==> src/rtl/twostage_wdog_pkg.sv <==
package twostage_wdog_pkg;

    localparam int LIM_W  = 5;
    localparam int SCL_W  = 2;
    localparam int KIND_W = 2;
    localparam int CTRL_W = 1 + SCL_W + 2 * LIM_W + KIND_W + 2;

    localparam logic [1:0] A_CTRL = 2'd0;
    localparam logic [1:0] A_STAT = 2'd1;
    localparam logic [1:0] A_KICK = 2'd2;

    typedef enum logic [1:0] {
        WD_IDLE = 2'd0,
        WD_RUNA = 2'd1,
        WD_RUNB = 2'd2,
        WD_DONE = 2'd3
    } wd_state_e;

    // bit 0 run, [2:1] scale, [7:3] limit A, [12:8] limit B,
    // [14:13] reset kind, [15] irq enable A, [16] irq enable B
    typedef struct packed {
        logic              ien_b;
        logic              ien_a;
        logic [KIND_W-1:0] kind;
        logic [LIM_W-1:0]  lim_b;
        logic [LIM_W-1:0]  lim_a;
        logic [SCL_W-1:0]  scale;
        logic              run;
    } wd_ctrl_t;

    function automatic logic [31:0] ctrl_to_word(input wd_ctrl_t c);
        return {{(32-CTRL_W){1'b0}}, c};
    endfunction

endpackage

==> src/rtl/wd_ticker.sv <==
module wd_ticker
    import twostage_wdog_pkg::*;
#(
    parameter int BASE_LOG2 = 26
) (
    input  logic             clk,
    input  logic             rst,
    input  logic             warm_rst,
    input  logic             active,
    input  logic             restart,
    input  logic [SCL_W-1:0] scale,
    output logic             tick
);
    localparam int CW = BASE_LOG2 + (1 << SCL_W) - 1;

    logic [CW-1:0] cnt;
    logic [CW-1:0] last;

    assign last = (CW'(1) << (BASE_LOG2 + int'(scale))) - CW'(1);
    assign tick = active && (cnt == last);

    always_ff @(posedge clk) begin
        if (rst || warm_rst || restart || !active || tick)
            cnt <= '0;
        else
            cnt <= cnt + CW'(1);
    end

    // ticks are always separated by at least one idle cycle
    p_tick_gap_r1: assert property (@(posedge clk) disable iff (rst || warm_rst)
        tick |=> !tick);

endmodule

==> src/rtl/wd_phase.sv <==
module wd_phase
    import twostage_wdog_pkg::*;
(
    input  logic             clk,
    input  logic             rst,
    input  logic             warm_rst,
    input  wd_ctrl_t         ctrl,
    input  logic             kick,
    input  logic             tick,
    output logic             active,
    output logic             restart,
    output logic             exp_a,
    output logic             exp_b,
    output logic             rst_req
);
    wd_state_e        st, nxt;
    logic [LIM_W-1:0] tcnt;

    assign active = (st == WD_RUNA) || (st == WD_RUNB);

    always_comb begin
        nxt     = st;
        restart = 1'b0;
        exp_a   = 1'b0;
        exp_b   = 1'b0;
        unique case (st)
            WD_IDLE: if (ctrl.run) begin
                nxt     = WD_RUNA;
                restart = 1'b1;
            end
            WD_RUNA: begin
                if (!ctrl.run) begin
                    nxt = WD_IDLE;
                end else if (kick) begin
                    restart = 1'b1;
                end else if (tick && tcnt >= ctrl.lim_a) begin
                    nxt     = WD_RUNB;
                    restart = 1'b1;
                    exp_a   = 1'b1;
                end
            end
            WD_RUNB: begin
                if (kick) begin
                    nxt     = WD_RUNA;
                    restart = 1'b1;
                end else if (tick && tcnt >= ctrl.lim_b) begin
                    nxt   = WD_DONE;
                    exp_b = 1'b1;
                end
            end
            WD_DONE: if (!ctrl.run) nxt = WD_IDLE;
            default: nxt = WD_IDLE;
        endcase
    end

    always_ff @(posedge clk) begin
        if (rst || warm_rst) begin
            st      <= WD_IDLE;
            tcnt    <= '0;
            rst_req <= 1'b0;
        end else begin
            st      <= nxt;
            rst_req <= exp_b;
            if (restart || !active)
                tcnt <= '0;
            else if (tick)
                tcnt <= tcnt + LIM_W'(1);
        end
    end

    // stage B cannot be left except by expiry or a kick
    p_lock_b_r4: assert property (@(posedge clk) disable iff (rst || warm_rst)
        (st == WD_RUNB && !kick) |=> (st == WD_RUNB || st == WD_DONE));

    // reset request lasts one cycle
    p_req_pulse_r3: assert property (@(posedge clk) disable iff (rst || warm_rst)
        rst_req |=> !rst_req);

    // after the request the timer waits in DONE while run stays set
    p_done_hold_r9: assert property (@(posedge clk) disable iff (rst || warm_rst)
        (st == WD_DONE && ctrl.run) |=> st == WD_DONE);

endmodule

==> src/rtl/wd_regs.sv <==
module wd_regs
    import twostage_wdog_pkg::*;
(
    input  logic        clk,
    input  logic        rst,
    input  logic        warm_rst,
    input  logic        wr_en,
    input  logic [1:0]  addr,
    input  logic [31:0] wdata,
    input  logic        exp_a,
    input  logic        exp_b,
    output wd_ctrl_t    ctrl,
    output logic        flag_a,
    output logic        flag_b,
    output logic [31:0] rdata
);
    logic wr_ctrl, wr_stat;
    wire  unused_hi = ^wdata[31:CTRL_W];

    assign wr_ctrl = wr_en && (addr == A_CTRL);
    assign wr_stat = wr_en && (addr == A_STAT);

    always_ff @(posedge clk) begin
        if (rst) begin
            ctrl   <= '0;
            flag_a <= 1'b0;
            flag_b <= 1'b0;
        end else if (warm_rst) begin
            ctrl   <= '0;
            flag_a <= 1'b0;
        end else begin
            if (wr_ctrl)
                ctrl <= wd_ctrl_t'(wdata[CTRL_W-1:0]);
            flag_a <= exp_a || (flag_a && !(wr_stat && wdata[0]));
            flag_b <= exp_b || (flag_b && !(wr_stat && wdata[1]));
        end
    end

    always_comb begin
        unique case (addr)
            A_CTRL:  rdata = ctrl_to_word(ctrl);
            A_STAT:  rdata = {30'd0, flag_b, flag_a};
            default: rdata = 32'd0;
        endcase
    end

    // a warm reset never drops the stage-B flag
    p_warm_keep_r7: assert property (@(posedge clk) disable iff (rst)
        (warm_rst && flag_b) |=> flag_b);

    // stage-A expiry latches its flag
    p_flag_a_set_r2: assert property (@(posedge clk) disable iff (rst || warm_rst)
        exp_a |=> flag_a);

endmodule

==> src/rtl/twostage_wdog.sv <==
module twostage_wdog
    import twostage_wdog_pkg::*;
#(
    parameter int BASE_LOG2 = 26
) (
    input  logic        clk,
    input  logic        rst,
    input  logic        warm_rst,
    input  logic        wr_en,
    input  logic [1:0]  addr,
    input  logic [31:0] wdata,
    output logic [31:0] rdata,
    output logic        irq_early,
    output logic        irq_final,
    output logic        rst_req,
    output logic [1:0]  rst_kind
);
    wd_ctrl_t ctrl;
    logic     flag_a, flag_b;
    logic     kick, tick, active, restart, exp_a, exp_b;

    assign kick = wr_en && (addr == A_KICK) && wdata[0];

    wd_regs u_regs (
        .clk(clk), .rst(rst), .warm_rst(warm_rst),
        .wr_en(wr_en), .addr(addr), .wdata(wdata),
        .exp_a(exp_a), .exp_b(exp_b),
        .ctrl(ctrl), .flag_a(flag_a), .flag_b(flag_b), .rdata(rdata)
    );

    wd_ticker #(.BASE_LOG2(BASE_LOG2)) u_tick (
        .clk(clk), .rst(rst), .warm_rst(warm_rst),
        .active(active), .restart(restart), .scale(ctrl.scale), .tick(tick)
    );

    wd_phase u_phase (
        .clk(clk), .rst(rst), .warm_rst(warm_rst),
        .ctrl(ctrl), .kick(kick), .tick(tick),
        .active(active), .restart(restart),
        .exp_a(exp_a), .exp_b(exp_b), .rst_req(rst_req)
    );

    assign irq_early = flag_a && ctrl.ien_a;
    assign irq_final = flag_b && ctrl.ien_b;
    assign rst_kind  = ctrl.kind;

    // the stage-B flag is already set when the request leaves
    p_req_flag_r3: assert property (@(posedge clk) disable iff (rst || warm_rst)
        rst_req |-> flag_b);

endmodule

==> config.mk <==
export PLATFORM = sky130hd
export DESIGN_NAME = twostage_wdog
export DESIGN_NICKNAME = d
export VERILOG_FILES = /design/src/rtl/twostage_wdog_pkg.sv /design/src/rtl/wd_ticker.sv /design/src/rtl/wd_phase.sv /design/src/rtl/wd_regs.sv /design/src/rtl/twostage_wdog.sv
export SDC_FILE = /design/constraint.sdc
export NUM_CORES = 1
export LEC_CHECK = 0
export BUFFER_PORTS_ARGS = -buffer_cell sky130_fd_sc_hd__buf_2
export CORE_MARGIN = 8
export CORE_UTILIZATION = 58
export DETAILED_ROUTE_END_ITERATION = 16
export PLACE_DENSITY = 0.89
export SETUP_SLACK_MARGIN = 0.2
export SLEW_MARGIN = 20
export SYNTH_ARGS = -nofsm -noshare
export SYNTH_HDL_FRONTEND = slang
export SYNTH_SLANG_ARGS = --single-unit
==> constraint.sdc <==
create_clock -name clk -period 3.65 [get_ports clk]
set_input_delay 0.73 -clock clk [delete_from_list [all_inputs] [get_ports clk]]
set_output_delay 0.73 -clock clk [all_outputs]
set_load 0.02 [all_outputs]
# ---- Word-level counts from Yosys, hierarchy flattened
# Index checks and enable logic that the tools add are counted.
dict set report totals {
  reg_bits 56
  out_inout_bits 37
  wordCells 81
}
dict set report op_classes {
  add_sub_neg 4
  n_lt_le_gt_ge 2
  eq_ne 11
  shift 1
  n_mux 21
  n_reduce_logical 29
}
# operator n
set ops {}
lappend ops {{$pmux W17 S2} 1}
lappend ops {{$shl A1 B32 Y29 const A} 1}
lappend ops {{$add A29 B1 Y29 const B} 1}
lappend ops {{$eq A29 B29 Y1} 1}
lappend ops {{$sub A29 B2 Y29 const B} 1}
lappend ops {{$mux W2} 7}
lappend ops {{$logic_and A1 B1 Y1} 13}
lappend ops {{$mux W1} 11}
lappend ops {{$ge A5 B5 Y1} 2}
lappend ops {{$ne A3 B3 Y1 const B} 3}
lappend ops {{$logic_or A1 B1 Y1} 8}
lappend ops {{$pmux W2 S4} 1}
lappend ops {{$add A5 B2 Y6 const A} 1}
lappend ops {{$eq A2 B2 Y1 const B} 3}
lappend ops {{$add A5 B1 Y5 const B} 1}
lappend ops {{$reduce_and A5 Y1} 1}
lappend ops {{$eq A2 B1 Y1 const B} 2}
lappend ops {{$logic_not A2 Y1} 2}
lappend ops {{$ne A2 B2 Y1 const B} 2}
lappend ops {{$reduce_or A2 Y1} 2}
lappend ops {{$logic_not A1 Y1} 3}
lappend ops {{$pmux W1 S3} 1}

# ---- Logic depth before layout (Yosys ltp)
dict set report depth {
  depth_word 13
  mapped_depth 9
  depth_no_buf 8
}

# ---- Modules after synthesis
# A second synthesis with hierarchy kept.
dict set report unflattened {
  cells_unflattened 390
  area_unflattened_um2 3515.9
}
# mod n_inst cells_each area_per_inst_um2 seq_area_each_um2
set by_module_without_submodules {}
lappend by_module_without_submodules {wd_ticker 1 168 1524.0 580.6}
lappend by_module_without_submodules {wd_regs 1 126 1203.7 380.4}
lappend by_module_without_submodules {wd_phase 1 93 765.7 160.2}
lappend by_module_without_submodules {twostage_wdog 1 3 22.5 0.0}

# ---- Least setup slack after synthesis
# Ideal clock, no wire load.
dict set report synth_path {
  path_kind {input to output}
  startpoint {input port addr[0]}
  endpoint {output port rdata[0]}
  arrival_time_ns 1.429
  required_ns 2.920
  setup_slack_ns 1.491
  cell_stages 3
  cell_sequence {buf_1 mux2i_1 nor2_1}
}
dict set report synth_between {
  elab_chain_len 2
}
# element line_no
set synth_lines {}
lappend synth_lines {{start, declared} twostage_wdog.sv:10} ;# input logic [1:0] addr,
lappend synth_lines {{$eq A2 B1 Y1 / $logic_not A2 Y1 (equally long branches)} wd_regs.sv:40} ;# unique case (addr)
lappend synth_lines {{$pmux W17 S2 (*)} wd_regs.sv:40}
lappend synth_lines {{end, declared} twostage_wdog.sv:12} ;# output logic [31:0] rdata,
# Every way passes the cells marked *; elsewhere a longest branch is shown, timed or not.

# ---- Worst setup path after layout
dict set report layout_path {
  startpoint {input port addr[1]}
  endpoint {output port rdata[2]}
}
# The elaborated chain is that of the path after synthesis.

==> metrics.cfg <==
[layout]
fin_util_pct=66.3
nFillCells=437
diodes=0
syn_to_final_growth_pct=10.2
final_common_cell=dfxtp_1
final_cell_mix=dfxtp_1, nand2_1, nor2_1
drive_gt1_share_pct=15.6
nets=472

[yosys]
yosysWarnings=0
synth-seq-cells=56
synth_top_area_share_pct=36.5
yosysTopAreaCell=dfxtp_1
ys_dominant_reg_cell=dfxtp_1
syn_area_um2=3070
avgSynthCellArea_um2=8.10
syn_inst=379
ys_top_cells_by_area=dfxtp_1, ha_1, nand2_1, nor2_1, xnor2_1
seq_area_frac_synth_pct=36.5
yosysUniqueCellTypes=50
synth-edff-count=0
synthArstFlopShare_pct=0

[setup_path]
crit_path_end_kind=primary output
cpPeakStageDelay_ps=470
worstSetupEndpoint=rdata[2]
crit_buf_inv=2
crit_type=input port to primary output
rr_worst_depth=7
r2r_slack_ps=1190
cp_top_family=simple AND/OR/NAND/NOR gates
critical_path.startpoint=addr[1]
timing.critical_path.fanout_max=14
r2r-start=u_tick.cnt[0]
worst_ep_arrival_time_ps=1760
required_ps=2920
crit_chain=buf_2 -> nor2_1 -> and2_1 -> buf_2
cp_num_cells=4
critical-path-slowest-cell=nor2_1
worstSetupStartpointType=input port
r2r-end=u_regs.flag_b
cpMostUsedCell=buf_2

[floorplan]
dieWidth_um=88.8
core_area_um2=5110
ios=75
num_rows=26
die_height_um=88.8
die-area_um2=7880
initial_core_util_pct=60.1

[global_routing]
grtUsageTotal_pct=17.3
overflow=0
grt_pass1_wl_um=10800
antenna_found_initial=0
first_global_vias=2483
grt_max_degree=30

[placement]
portBuffers=44
hpwl_um=5080
pre_cts_ws_ps=1180
gp_congestion=0.905

[cts]
cts_num_sinks=56
hold_buffers=0
clk_pin_slew_worst_paths_ps=100
numCtsBuffers=5
clock_latency_ps=320
ctsResizeCount=0
post_cts_buffers=0
htree_num_levels=2
clockBufferDepth=2
cts_tree=yes
clock-root-buffer=clkbuf_8

[power]
p_clk_share_pct=38.8
p_switching_mw=0.253
p_int_mw=0.856
p_seq_share_pct=55.5
peakVddDrop_v=0.000275
power_frac_comb_pct=5.7
leakage_nw=1.29
p_per_area_nw_per_um2=327
p_sw_share_pct=22.8

[sta]
fin_tns_setup_ps=0
setup_viol=0
hold-worst-slack_ps=462
slew_headroom_pct=48.2
max_freq_ghz=0.402
min_period_over_period_pct=68.1
rsz0062_at_grt=no
slew_violations=0
hold_viol_final=0
min_period_ps=2490
fin_ws_ps=1160
skew_ps=7.88
worst_pin_slew_ps=776

[outcome]
status=complete, no violations

[min_path]
hp-class=register to register
min_from=u_regs.ctrl[12]

[detailed_routing]
drtIter0Drc=180
vias=2634
vias_per_cell=5.41
post_drt_wl_per_cell_um=14.2
route.detailed.drc=0
postRouteAntennaNets=0
drt-total-wl_um=6910
drt_first_pass_iters=4

[flow_run]
maxCapViolCount=0

## area by class of cell
type                       count  area (um^2)  area share [%]
clock buffer                   6         82.6            2.44
clock inverter                 2         38.8            1.15
inverter                      19         71.3            2.11
multi-input combinational    289         1760            51.9
sequential                    56         1120            33.1
tap                           70         87.6            2.59
timing repair buffer          45          228            6.73
## state kept, by name (all words and copies together) (netlist names)
signal	flops
u_phase.rst_req	1
u_phase.st	2
u_phase.tcnt	5
u_regs.ctrl	17
u_regs.flag_a	1
u_regs.flag_b	1
u_tick.cnt	29
## power by group through the flow
stage | Combinational, mW | Sequential (mW) | Clock, mW
detailed placement | 0.0611 | 0.629 | 0
CTS | 0.0616 | 0.615 | 0.433
global route | 0.0685 | 0.616 | 0.454
finish | 0.0630 | 0.615 | 0.430
floorplan | 0.0536 | 0.629 | 0
global placement | 0.0597 | 0.629 | 0
## per-stage QoR
step	total power [mW]	cell area, um^2	cells
floorplan	0.683	3120	393
global placement	0.689	3260	479
detailed placement	0.691	3260	479
CTS	1.11	3390	487
global route	1.14	3390	487
finish	1.11	3390	487
## worst register-to-register path, delay by kind of cell (launching register included)
kind | cells | cell delay [ps]
adder cells (fa/ha/maj) | 1 | 220
AND/OR/NAND/NOR | 5 | 1660
flip-flops | 1 | 400
AO/OA/AOI/OAI | 1 | 150
## how the worst min path moves through the flow
stage | to | slack (ps) | depth (start not counted)
after floorplan | u_tick.cnt[0] | 430 | 1
after CTS | u_regs.ctrl[12] | 460 | 2
after global placement | u_regs.ctrl[4] | 440 | 2
after detailed placement | u_regs.ctrl[12] | 450 | 2
after global routing | u_regs.ctrl[4] | 490 | 2
final | u_regs.ctrl[12] | 460 | 2
## cell usage after synthesis, types with 4 or more instances
library cell,number
dfxtp_1,56
nand2_1,48
nor2_1,46
a21oi_1,25
inv_1,19
ha_1,18
buf_4,17
xnor2_1,16
nor3_1,14
and2_1,13
nand3_1,13
xor2_1,11
nand4_1,10
clkbuf_1,9
o21ai_0,8
and4_1,6
mux2i_1,4
## kinds of logic (layout without fill, tap and decap cells)
logic type | Yosys count | count (layout) | share of synthesized area, %
xor gates and xnor gates | 27 | 27 | 7.70
other | 1 | 15 | 0.122
muxes | 4 | 4 | 1.30
and+or+nand+nor | 175 | 175 | 28.8
buffers and inverters | 48 | 72 | 8.02
DFF | 56 | 56 | 36.5
adders and majority gates | 18 | 18 | 7.33
AOI/OAI and AO/OA | 50 | 50 | 10.3
## per-layer routing
layer  up-vias  part of all wire [%]  global-route usage (%)
li1       1322                     -                       -
met1      1225                    43                    18.3
met2        76                    50                    32.2
met3        11                   6.0                    3.25
met4         0                   1.8                    7.22
met5         -                     0                       0
(Power assumes the default switching activity.)
